**config.mk**
```make
export PLATFORM = sky130hd
export DESIGN_NAME = xpb_routing_bist
export DESIGN_NICKNAME = d
export VERILOG_FILES = /design/src/rtl/xpb_pkg.sv /design/src/rtl/xpb_ctrl.sv /design/src/rtl/xpb_gen.sv /design/src/rtl/xpb_ora.sv /design/src/rtl/xpb_datapath.sv /design/src/rtl/xpb_routing_bist.sv
export SDC_FILE = /design/constraint.sdc
export NUM_CORES = 1
export LEC_CHECK = 0
export BUFFER_PORTS_ARGS = -buffer_cell sky130_fd_sc_hd__buf_4
export CAP_MARGIN = 30
export CORE_AREA = 2 2 39 41
export DETAILED_ROUTE_END_ITERATION = 10
export DIE_AREA = 0 0 41 43
export PLACE_DENSITY = 0.63
export SYNTH_ARGS = -nofsm -noshare
export SYNTH_HDL_FRONTEND = slang
export SYNTH_SLANG_ARGS = --single-unit
```
**constraint.sdc**
```tcl
create_clock -name clk -period 2.7 [get_ports clk]
set_input_delay 0.54 -clock clk [delete_from_list [all_inputs] [get_ports clk]]
set_output_delay 0.54 -clock clk [all_outputs]
set_load 0.005 [all_outputs]
```
**src/rtl/xpb_pkg.sv**
```systemverilog
package xpb_pkg;

  typedef enum logic {
    MODE_SHORT = 1'b0,
    MODE_LONG  = 1'b1
  } mode_e;

  // Strobes from the sequencer to the datapath
  typedef struct packed {
    logic driveEn;   // a sweep pattern is on the wires this cycle
    logic checkEn;   // received bits are judged at the coming edge
  } strobe_t;

endpackage

```
**src/rtl/xpb_ctrl.sv**
```systemverilog
module xpb_ctrl #(
  parameter int IDX_W = 2
) (
  input  logic                 clk,
  input  logic                 rst_n,
  input  logic                 start,
  output xpb_pkg::strobe_t     strobe,
  output logic [IDX_W-1:0]     idx,
  output logic                 done
);

  localparam logic [IDX_W-1:0] LAST = '1;

  typedef enum logic [1:0] {
    ST_IDLE = 2'd0,
    ST_RUN  = 2'd1,
    ST_FIN  = 2'd2
  } state_e;

  state_e state;

  always_ff @(posedge clk or negedge rst_n) begin
    if (!rst_n) begin
      state <= ST_IDLE;
      idx   <= '0;
    end else begin
      case (state)
        ST_IDLE: begin
          if (start) begin
            state <= ST_RUN;
            idx   <= '0;
          end
        end
        ST_RUN: begin
          if (idx == LAST) begin
            state <= ST_FIN;
            idx   <= '0;
          end else begin
            idx <= idx + 1'b1;
          end
        end
        ST_FIN:  state <= ST_IDLE;
        default: state <= ST_IDLE;
      endcase
    end
  end

  assign strobe.driveEn = (state == ST_RUN);
  assign strobe.checkEn = (state == ST_RUN);
  assign done           = (state == ST_FIN);

  AST_DONE_SINGLE: assert property (@(posedge clk) disable iff (!rst_n)
    done |=> !done);

  AST_DONE_AFTER_LAST: assert property (@(posedge clk) disable iff (!rst_n)
    done |-> $past(strobe.checkEn && idx == LAST));

  AST_START_BUSY: assert property (@(posedge clk) disable iff (!rst_n)
    (strobe.driveEn && idx != LAST && start) |=> (strobe.driveEn && idx == $past(idx) + 1'b1));

endmodule

```
**src/rtl/xpb_gen.sv**
```systemverilog
module xpb_gen #(
  parameter int CNT_W      = 2,
  parameter bit COUNT_DOWN = 1'b0,
  parameter bit ODD_PAR    = 1'b0,
  localparam int WORD_W    = CNT_W + 1
) (
  input  logic              clk,
  input  logic              rst_n,
  input  logic              driveEn,
  input  logic [CNT_W-1:0]  idx,
  output logic [WORD_W-1:0] word
);

  localparam logic [CNT_W-1:0] ONE = CNT_W'(1);

  logic [CNT_W-1:0] count;
  logic             parBit;

  // Down count is the complement of the index: (2^CNT_W - 1) - idx
  generate
    if (COUNT_DOWN) begin : g_down
      assign count = driveEn ? ~idx : '0;
    end else begin : g_up
      assign count = driveEn ? idx : '0;
    end
  endgenerate

  assign parBit = (^count) ^ ODD_PAR;
  assign word   = {count, parBit};

  AST_IDLE_ZERO: assert property (@(posedge clk) disable iff (!rst_n)
    !driveEn |-> (word[WORD_W-1:1] == '0));

  AST_COUNT_STEP: assert property (@(posedge clk) disable iff (!rst_n)
    (driveEn && $past(driveEn)) |->
      (word[WORD_W-1:1] == (COUNT_DOWN ? $past(word[WORD_W-1:1]) - ONE
                                       : $past(word[WORD_W-1:1]) + ONE)));

endmodule

```
**src/rtl/xpb_ora.sv**
```systemverilog
module xpb_ora #(
  parameter int W       = 3,
  parameter bit ODD_PAR = 1'b0
) (
  input  logic         clk,
  input  logic         rst_n,
  input  logic         checkEn,
  input  logic [W-1:0] recv,
  output logic         fail
);

  logic parityBad;

  assign parityBad = ((^recv) != ODD_PAR);

  always_ff @(posedge clk or negedge rst_n) begin
    if (!rst_n) fail <= 1'b0;
    else if (checkEn && parityBad) fail <= 1'b1;
  end

  AST_FAIL_STICKY: assert property (@(posedge clk) disable iff (!rst_n)
    fail |=> fail);

  AST_IDLE_NO_SET: assert property (@(posedge clk) disable iff (!rst_n)
    (!checkEn && !fail) |=> !fail);

  AST_MISMATCH_FLAGS: assert property (@(posedge clk) disable iff (!rst_n)
    (checkEn && ((^recv) != ODD_PAR)) |=> fail);

endmodule

```
**src/rtl/xpb_datapath.sv**
```systemverilog
module xpb_datapath #(
  parameter int CNT_W   = 2,
  parameter bit UP_ODD  = 1'b1,
  localparam int WORD_W = CNT_W + 1
) (
  input  logic              clk,
  input  logic              rst_n,
  input  xpb_pkg::strobe_t  strobe,
  input  logic [CNT_W-1:0]  idx,
  input  logic [WORD_W-1:0] upRecv,
  input  logic [WORD_W-1:0] downRecv,
  output logic [WORD_W-1:0] upDrive,
  output logic [WORD_W-1:0] downDrive,
  output logic              failUp,
  output logic              failDown
);

  xpb_gen #(.CNT_W(CNT_W), .COUNT_DOWN(1'b0), .ODD_PAR(UP_ODD)) u_genUp (
    .clk(clk), .rst_n(rst_n), .driveEn(strobe.driveEn), .idx(idx), .word(upDrive)
  );

  xpb_gen #(.CNT_W(CNT_W), .COUNT_DOWN(1'b1), .ODD_PAR(1'b0)) u_genDown (
    .clk(clk), .rst_n(rst_n), .driveEn(strobe.driveEn), .idx(idx), .word(downDrive)
  );

  xpb_ora #(.W(WORD_W), .ODD_PAR(UP_ODD)) u_oraUp (
    .clk(clk), .rst_n(rst_n), .checkEn(strobe.checkEn), .recv(upRecv), .fail(failUp)
  );

  xpb_ora #(.W(WORD_W), .ODD_PAR(1'b0)) u_oraDown (
    .clk(clk), .rst_n(rst_n), .checkEn(strobe.checkEn), .recv(downRecv), .fail(failDown)
  );

endmodule

```
**src/rtl/xpb_routing_bist.sv**
```systemverilog
module xpb_routing_bist #(
  parameter xpb_pkg::mode_e MODE = xpb_pkg::MODE_SHORT,
  localparam int CNT_W  = (MODE == xpb_pkg::MODE_LONG) ? 3 : 2,
  localparam int WORD_W = CNT_W + 1
) (
  input  logic              clk,
  input  logic              rst_n,
  input  logic              start,
  output logic [WORD_W-1:0] upDrive,
  output logic [WORD_W-1:0] downDrive,
  input  logic [WORD_W-1:0] upRecv,
  input  logic [WORD_W-1:0] downRecv,
  output logic              done,
  output logic              failUp,
  output logic              failDown
);

  localparam bit UP_ODD = (MODE == xpb_pkg::MODE_SHORT);

  xpb_pkg::strobe_t strobe;
  logic [CNT_W-1:0] idx;

  xpb_ctrl #(.IDX_W(CNT_W)) u_ctrl (
    .clk(clk), .rst_n(rst_n), .start(start),
    .strobe(strobe), .idx(idx), .done(done)
  );

  xpb_datapath #(.CNT_W(CNT_W), .UP_ODD(UP_ODD)) u_dp (
    .clk(clk), .rst_n(rst_n), .strobe(strobe), .idx(idx),
    .upRecv(upRecv), .downRecv(downRecv),
    .upDrive(upDrive), .downDrive(downDrive),
    .failUp(failUp), .failDown(failDown)
  );

endmodule

```
==> impl_results.md <==
- Tcrit/Tclk final: 62.69%
- CP Capture Type: output port
- RSZ-0062 raised after global routing: no
- Multi-input gate area in the final layout: approximately 190 um2
- Outcome: complete, no violations
- R2r setup slk: about 1600 ps
- #FFs+latches synth: 6
- Cells after Synth: 31
- Worst skew pair latency: roughly 240 ps
- Vias: 269
- Met2 usage: between 10% and 20%
- Full die area: between 1500 and 2000 um2
- Clk buf depth: 2
- CP startpoint kind: flip-flop
- Die height: about 43 um
- First-pass GRT wire length: approximately 1000 um
- WP depth: 3
- Die Wd: about 41 um
- I/O pin count: 18
- CTS Hold Buffers Added: 0
- Slew headroom: about 86%
- GRT Resource Usage Total: a little under a tenth
- GR peak layer: met2
- CTS tree: built
- Vias in the first global route: between 200 and 300
- Via-per-instance ratio: approximately 4.1
- FF-to-FF path depth: 2
- DR pass1 iterations: 2
- Grt met3 use: 5.236%
- Synthesis Warnings: 0
- Post-synthesis simple-gate area fraction: around 22%
- Combinational family with the most area after synthesis: simple AND/OR/NAND/NOR gates
- Sum Neg Setup Slack: 0 ps
- Post-route ant nets: 0
- CP Class: flip-flop to output port
- Cts repair resizes: 0
- LEAKAGE: about 0.00027 uW
- Postcts setup bufs: 0
- Largest net degree at the start of global routing: 9
- Synth Area in Adders: under 10%
- Total CTS buffers: 3
- CP max-delay cell: dfrtp_1
- FF-to-FF End: u_ctrl.idx[1]
- Data required, critical path: around 2200 ps
- ANT cells: 0
- Storage element area: approximately 150 um2
- Fin area: ~500 um2
- Fmax: 0.5908 GHz
- Mean post-synth cell area: around 11 um2
- Multiplexer area fraction after synthesis: 0%
- Port Buffers: 17
- Crit path to: downDrive[0]
- Final Slew Violations: 0
- Met1 Resource Use GR: 11.11%
- Root Driver: clkbuf_4
- Hold Fails Final Rpt: 0
- FF-to-FF Start: u_ctrl.idx[0]
- Crit path launch: u_ctrl.state[0]
- Layout cells sized above 1: roughly 43%
- Worst EP arrival: 1150 ps
- Minimum clock period: about 1700 ps
- Clock Skew: 4.891 ps
- Crit path cell chain: nor2b_4 -> and2_1 -> buf_4
- Worst stage delay on the critical path: roughly 410 ps
- TritonCTS Sinks: 6
- GPL Wtd Cong: about 0.67
- Sequential cell area fraction in the yosys report: approximately 42%
- DP Area: approximately 500 um2
- Number of setup violations in the final report: 0
- Final core occ: between 30% and 40%
- DR iter-0 viols: 3
- Synth Cell Area: roughly 360 um2
- Core area: approximately 1400 um2
- Net Count, Synth: 41
- WL per Instance: about 11 um
- Worst Hold Class: input port to async pin
- Clock transition at path regs: 40 ps
- Rows: 14
- Crit path max-delay family: flip-flops
- Layout fillers: about 130
- Buffers & Inverters on Critical Path: 1
- Initial antenna violation count: 0
- DR DRC count: 0
- Global route overflow: 0
- Worst-Margin Slew: 205.2 ps
- Area grow syn2layout: 43.66%
- Max cap viols: 0
- NumNets Final: slightly above 60
- Critical-path maximum fanout: 8
- Worst IR Drop VDD: 0.2618 mV
- Synth Area in XOR/XNOR: 15.14%
- Starting Density: roughly 26%
- Netlist cell types: 15
- PwrDens: between 900 and 1000 nW/um2
- Total wire length: between 600 and 700 um
- CTS H-tree depth: 1
- Compound-gate portion of the synthesized area: between 10% and 20%
## cell usage after synthesis
library cell  instances  area, um2
a21o_1                1      7.510
a21oi_1               1      5.000
a22o_1                2      17.52
and2_1                4      25.02
buf_4                 2      15.01
dfrtp_1               6      150.1
ha_1                  1      12.51
nand2_1               1      3.750
nand2b_1              3      18.77
nor2_1                3      11.26
nor2b_1               1      6.260
nor2b_4               1      13.76
o21bai_1              2      15.01
xnor3_1               2      45.04
xor2_1                1      8.760
## where the power goes
group,internal [uW],switching (uW)
registers,117,38.8
logic,160,99.3
clock network,50.1,29.5
## cell type report
class                   count  area share, %
clock buffers               3          4.412
well taps                  16          3.922
repair buffers             17          25.00
flip-flops and latches      6          29.41
multi-input cells          23          37.25
## layer usage
layer / up-vias / part of all wire, %
li1: 140 / -
met1: 116 / 46
met2: 13 / 43
met3: 0 / 11
met4: 0 / 0
met5: - / 0
## metrics by stage
stage               power [uW]  worst slack [ps]  instances  hold WS, ps
floorplan                323.9              1307         31        244.4
global placement         413.1              1262         62        350.2
detailed placement       420.0              1249         62        349.9
CTS                      503.5             985.3         65        92.15
global route             550.9             891.5         65        76.62
finish                   494.1              1007         65        95.35
## layout by cell type (no fill, tap or decap)
master    instances
a21o_1            1
a21oi_1           1
a22o_1            2
and2_1            4
buf_4            17
clkbuf_4          3
dfrtp_1           6
ha_1              1
nand2_1           1
nand2b_1          3
nor2_1            3
nor2b_1           1
nor2b_4           1
o21bai_1          2
xnor3_1           2
xor2_1            1
## worst min-delay path by stage
stage	from	endpoint	slack, ps	cells after the start
2_1_floorplan	rst_n	u_ctrl.idx[0]	240	0
3_3_place_gp	rst_n	u_dp.u_oraUp.fail	350	1
3_5_place_dp	rst_n	u_dp.u_oraUp.fail	350	1
4_1_cts	rst_n	u_dp.u_oraDown.fail	90	1
5_1_grt	rst_n	u_dp.u_oraUp.fail	80	1
6_report	rst_n	u_dp.u_oraDown.fail	100	1
## sequential cells by signal, summed over array words and instances, names as in the netlist
signal / flops
u_ctrl.idx: 2
u_ctrl.state: 2
u_dp.u_oraDown.fail: 1
u_dp.u_oraUp.fail: 1
## logic make-up (layout without fill, tap and decap cells)
group                      after synthesis  count (layout)
and+or+nand+nor                         13              13
adders and majority gates                1               1
DFF                                      6               6
AOI/OAI and AO/OA                        6               6
xor gates and xnor gates                 3               3
buffers and inverters                    2              20
Power figures use the tool's default switching activity.
